## src/rtl/rtc_flag_irq.sv

```systemverilog
module rtc_flag_irq #(
  parameter int PULSE_TICKS = 8192
) (
  input  logic       clk,
  input  logic       rst_n,
  input  logic       tick,
  input  logic       alm_hit,
  input  logic       vdd_low,
  input  logic       bat_low85,
  input  logic       bat_low75,
  input  logic       pwr_up,
  input  logic       lost_main,
  input  logic       lost_batt,
  input  logic       acc_valid,
  input  logic       acc_write,
  input  logic [1:0] acc_addr,
  input  logic [7:0] acc_wdata,
  input  logic       acc_stop,
  output logic [4:0] flags,
  output logic [7:0] rd_data,
  output logic       irq_n,
  output logic       time_we,
  output logic       count_run,
  output logic       sec_align
);
  localparam int CW = (PULSE_TICKS > 1) ? $clog2(PULSE_TICKS) : 1;
  localparam logic [CW-1:0] LAST = CW'(PULSE_TICKS - 1);
  localparam logic [1:0] A_STAT = 2'd0, A_CTRL = 2'd1, A_TIME = 2'd2;

  logic [7:0]    ctrl_q;
  logic          rd_pend, wr_pend, pulsing;
  logic [CW-1:0] pcnt;
  logic [3:0]    flag_nxt;

  wire arst     = ctrl_q[7];
  wire wrtc     = ctrl_q[6];
  wire pmode    = ctrl_q[5];
  wire wr_stat  = acc_valid & acc_write & (acc_addr == A_STAT);
  wire wr_ctrl  = acc_valid & acc_write & (acc_addr == A_CTRL);
  wire rd_stat  = acc_valid & ~acc_write & (acc_addr == A_STAT);
  wire pf_set   = pwr_up & lost_main & lost_batt;
  wire auto_clr = acc_stop & rd_pend & arst;
  wire [3:0] hw_set = {bat_low75, bat_low85, vdd_low, alm_hit};

  assign time_we = acc_valid & acc_write & (acc_addr == A_TIME) & wrtc;
  assign irq_n   = pmode ? ~pulsing : ~flags[0];

  always_comb begin
    for (int i = 0; i < 4; i++) begin
      flag_nxt[i] = flags[i];
      if (wr_stat)   flag_nxt[i] = flags[i] & acc_wdata[i];
      if (auto_clr)  flag_nxt[i] = 1'b0;
      if (hw_set[i]) flag_nxt[i] = 1'b1;
    end
  end

  always_comb begin
    case (acc_addr)
      A_STAT:  rd_data = {3'b000, flags};
      A_CTRL:  rd_data = ctrl_q;
      default: rd_data = 8'h00;
    endcase
  end

  always_ff @(posedge clk) begin
    if (!rst_n) begin
      flags     <= '0;
      ctrl_q    <= '0;
      rd_pend   <= 1'b0;
      wr_pend   <= 1'b0;
      count_run <= 1'b0;
      sec_align <= 1'b0;
    end else begin
      flags[3:0] <= flag_nxt;
      if (pf_set)       flags[4] <= 1'b1;
      else if (time_we) flags[4] <= 1'b0;
      if (wr_ctrl) ctrl_q <= acc_wdata;
      if (acc_stop)     rd_pend <= 1'b0;
      else if (rd_stat) rd_pend <= 1'b1;
      if (acc_stop)     wr_pend <= 1'b0;
      else if (time_we) wr_pend <= 1'b1;
      if (time_we)                  count_run <= 1'b0;
      else if (acc_stop && wr_pend) count_run <= 1'b1;
      sec_align <= acc_stop & wr_pend & ~time_we;
    end
  end

  always_ff @(posedge clk) begin
    if (!rst_n) begin
      pulsing <= 1'b0;
      pcnt    <= '0;
    end else if (pulsing) begin
      if (tick) begin
        if (pcnt == LAST) begin
          pulsing <= 1'b0;
          pcnt    <= '0;
        end else begin
          pcnt <= pcnt + 1'b1;
        end
      end
    end else if (alm_hit) begin
      pulsing <= 1'b1;
      pcnt    <= '0;
    end
  end
endmodule

```

## config.mk

```make
export PLATFORM = sky130hd
export DESIGN_NAME = rtc_flag_irq
export DESIGN_NICKNAME = d
export VERILOG_FILES = /design/src/rtl/rtc_flag_irq.sv
export SDC_FILE = /design/constraint.sdc
export NUM_CORES = 1
export LEC_CHECK = 0
export BUFFER_PORTS_ARGS = -buffer_cell sky130_fd_sc_hd__buf_2
export CORE_ASPECT_RATIO = 0.6
export CORE_UTILIZATION = 55
export DETAILED_ROUTE_END_ITERATION = 8
export PLACE_DENSITY = 0.94
export SLEW_MARGIN = 20
export SYNTH_ARGS = -nofsm -noshare
export SYNTH_HDL_FRONTEND = slang
export SYNTH_SLANG_ARGS = --single-unit
```

## constraint.sdc

```tcl
create_clock -name clk -period 3.2 [get_ports clk]
set_clock_uncertainty 0.1 [all_clocks]
set_input_delay 0.32 -clock clk [delete_from_list [all_inputs] [get_ports clk]]
set_output_delay 0.32 -clock clk [all_outputs]
set_load 0.03 [all_outputs]
```

==> impl_metrics.csv <==
group,metric,value,unit
sta,fin_ws,1.06,ns
routing,drt_iter0_markers,101,
clock_tree,clk_latency,0.28,ns
sta,tns,0,ns
clock_tree,cts_max_level,2,
power_and_ir_drop,p_leak,0.741,nW
sta,hold_viol,0,
logic_synthesis,synth_cell_types,38,
clock_tree,clk_pin_slew,0.06,ns
sta,report.final.slew_viol_count,0,
logic_synthesis,muxShareOfSynthArea,5.26,%
cells_and_area,layout_commonest_cell,"buf_2",
logic_synthesis,synth_cells,173,
hold_path,hold_path_startpoint,"bat_low85",
placement,io_buffers,39,
critical_path,r2r_start,"pcnt[0]",
global_routing,grt_pass1_wl,6030,um
global_routing,grt_usage,26.0,%
power_and_ir_drop,p_seq_share,48.6,%
job,drv_cap,0,
floorplan,core,0.00256,mm2
floorplan,fp-row-count,14,
routing,drt_wl_total,3590,um
logic_synthesis,synth_compound_area_share,21.6,%
clock_tree,cts_setup_buffers,0,
placement,dp_hpwl,2530,um
power_and_ir_drop,p_clk_share,40.9,%
cells_and_area,syn_to_final_growth,19.9,%
placement,dp_slack,1.18,ns
sta,max_slew_margin,56.6,%
logic_synthesis,synth-xor-area-share,1.73,%
power_and_ir_drop,netSwitchingPower,203,uW
logic_synthesis,synth-edff-count,0,
clock_tree,cts_made_buffers,5,
critical_path,start_kind,"register",
clock_tree,cts.path.max_buffers,2,
power_and_ir_drop,vdd_ir_drop_max,400,uV
sta,setup_viol,0,
logic_synthesis,netlist_area,0.00152,mm2
logic_synthesis,syn_avg_cell_area,8.80,um2
critical_path,cp.arrival,2.25,ns
logic_synthesis,synthFlopType,"dfxtp_1",
critical_path,crit_required,3.30,ns
logic_synthesis,synth_top_family_by_area,"simple AND/OR/NAND/NOR gates",
logic_synthesis,ys_warn_count,0,
floorplan,ios,40,
hold_path,holdPathStages,2,
cells_and_area,num_antenna_cells,0,
routing,postRouteAntennaNets,0,
cells_and_area,drive_gt1_share,25.0,%
routing,dr_wl_met3,247,um
routing,avgViaCountPerCell,5.99,
logic_synthesis,synth_nets,197,
routing,drc,0,
placement,gp_congestion,0.886,
cells_and_area,layout_common_cells,"buf_2 (39), dfxtp_1 (31), nand2_1 (28)",
logic_synthesis,synth_fa_ha_area_share,0.822,%
placement,dpl_cell_area,0.00173,mm2
critical_path,critPathKind,"register to register",
routing,vias,1462,
critical_path,reg2reg_slack,1.06,ns
logic_synthesis,synthArstFlopShare,0,%
routing,m1WireLength,1760,um
sta,max_slew.worst_pin.slew,0.650,ns
hold_path,hold_path_class,"input port to register",
global_routing,overflow,0,
clock_tree,clkSinkCount,31,
clock_tree,ctsResizeCount,0,
power_and_ir_drop,power_density,453,mW/mm2
sta,max_freq,0.466,GHz
critical_path,reg2regPathDepth,5,
power_and_ir_drop,p_int,624,uW
cells_and_area,finalInstanceArea,0.00183,mm2
routing,routedWlPerCell,14.7,um
global_routing,grt_max_degree,36,
logic_synthesis,yosys.area_share.simple,27.2,%
logic_synthesis,ys_ff_latch,31,
floorplan,die_w,69.9,um
logic_synthesis,yosysSeqAreaShare,40.8,%
routing,dr.pass1.iters,4,
global_routing,antenna_found_initial,0,
floorplan,die-area,0.00299,mm2
critical_path,end_kind,"register",
sta,fin_crit,2.14,ns
critical_path,critical_path.max_fanout,14,
power_and_ir_drop,comb_power_share,10.5,%
sta,rsz0062_at_grt,"no",
power_and_ir_drop,swShare,24.6,%
global_routing,grt_pass1_vias,1329,
floorplan,die_y,42.8,um
floorplan,initial_core_util,59.5,%
routing,routed.top_layer,"met4",
outcome,status,"finished clean",
critical_path,r2r-end,"pcnt[4]",
clock_tree,tritoncts,"yes",
sta,timing.final.crit_share,67.0,%
clock_tree,clockRootBuffer,"clkbuf_8",
hold_path,hold_end,"flags[2]",
clock_tree,holdBufCountCts,0,
cells_and_area,nets,235,
routing,dr_wl_met2,1540,um
worst max-delay path, stage by stage (launching register included):
cell,delay [ns]
dfxtp_1,0.36
ha_1,0.29
and4_1,0.28
a41oi_2,0.57
nand2_1,0.25
o2bb2ai_1,0.21
worst max path at each step:
stage                     cells after the start  slack [ns]     from  endpoint
after floorplan                               6        1.53  pcnt[0]   pcnt[2]
after global placement                        5        1.27  pcnt[0]   pcnt[9]
after detailed placement                      5        1.18  pcnt[0]   pcnt[9]
after CTS                                     5        1.12  pcnt[0]   pcnt[4]
after global routing                          5        0.98  pcnt[0]   pcnt[4]
final                                         5        1.06  pcnt[0]   pcnt[4]
sequential cells by signal (all words and copies together) (netlist names):
signal,count
pulsing,1
sec_align,1
ctrl_q,8
pcnt,13
flags,5
count_run,1
wr_pend,1
rd_pend,1
per-stage QoR:
step	power, mW	hold WS (ns)	std cells	utilization (%)
2_1_floorplan	0.466	0.296	173	-
3_3_place_gp	0.495	0.342	236	67.5
3_5_place_dp	0.496	0.348	236	67.5
4_1_cts	0.830	0.144	244	71.4
5_1_grt	0.859	0.146	244	71.4
6_report	0.827	0.148	244	71.4
power by group through the flow:
stage / Clock, mW / Combinational, mW / Sequential (mW)
4_1_cts: 0.341 / 0.0867 / 0.402
2_1_floorplan: 0 / 0.0482 / 0.418
5_1_grt: 0.362 / 0.0942 / 0.403
3_3_place_gp: 0 / 0.0845 / 0.410
6_report: 0.338 / 0.0870 / 0.402
3_5_place_dp: 0 / 0.0859 / 0.411
per-layer routing:
metal	up-vias	track usage (%)
met1	684	35.1
met4	0	8.40
li1	714	-
met2	60	40.2
met3	4	7.36
met5	-	0
synthesized netlist by cell type (2+ instances only):
cell,count,area (um2)
nor2b_1,5,31.3
inv_1,2,7.51
nand4_1,6,37.5
buf_2,2,10.0
o211a_1,4,40.0
dfxtp_1,31,621
nor3b_1,3,22.5
o2bb2ai_1,3,26.3
nand3_1,4,20.0
clkbuf_1,6,22.5
o21ai_0,3,15.0
nand2_1,28,105
a21oi_1,3,15.0
o21a_1,4,30.0
nor3_1,2,10.0
nor2_1,10,37.5
and2_1,4,25.0
and4_1,2,17.5
nand3b_1,5,37.5
mux2i_1,8,80.1
xor2_1,3,26.3
a31oi_1,10,62.6
a21boi_0,10,75.1
logic make-up (layout without fill, tap and decap cells):
kind of cell    count (synthesis)  after routing
flops                          31             31
buf+inv                        10             49
compound gates                 43             43
xor+xnor                        3              3
simple gates                   77             77
fa+ha+maj                       1              1
mux                             8              8
layout make-up:
cell class | count | area, um2
Clock buffer | 8 | 100
Timing Repair Buffer | 39 | 195
Fill cell | 205 | 732
Inverter | 2 | 7.51
Sequential cell | 31 | 621
Tap cell | 32 | 40.0
Multi-Input combinational cell | 132 | 862
No activity file was read; power rests on OpenSTA's default activity.
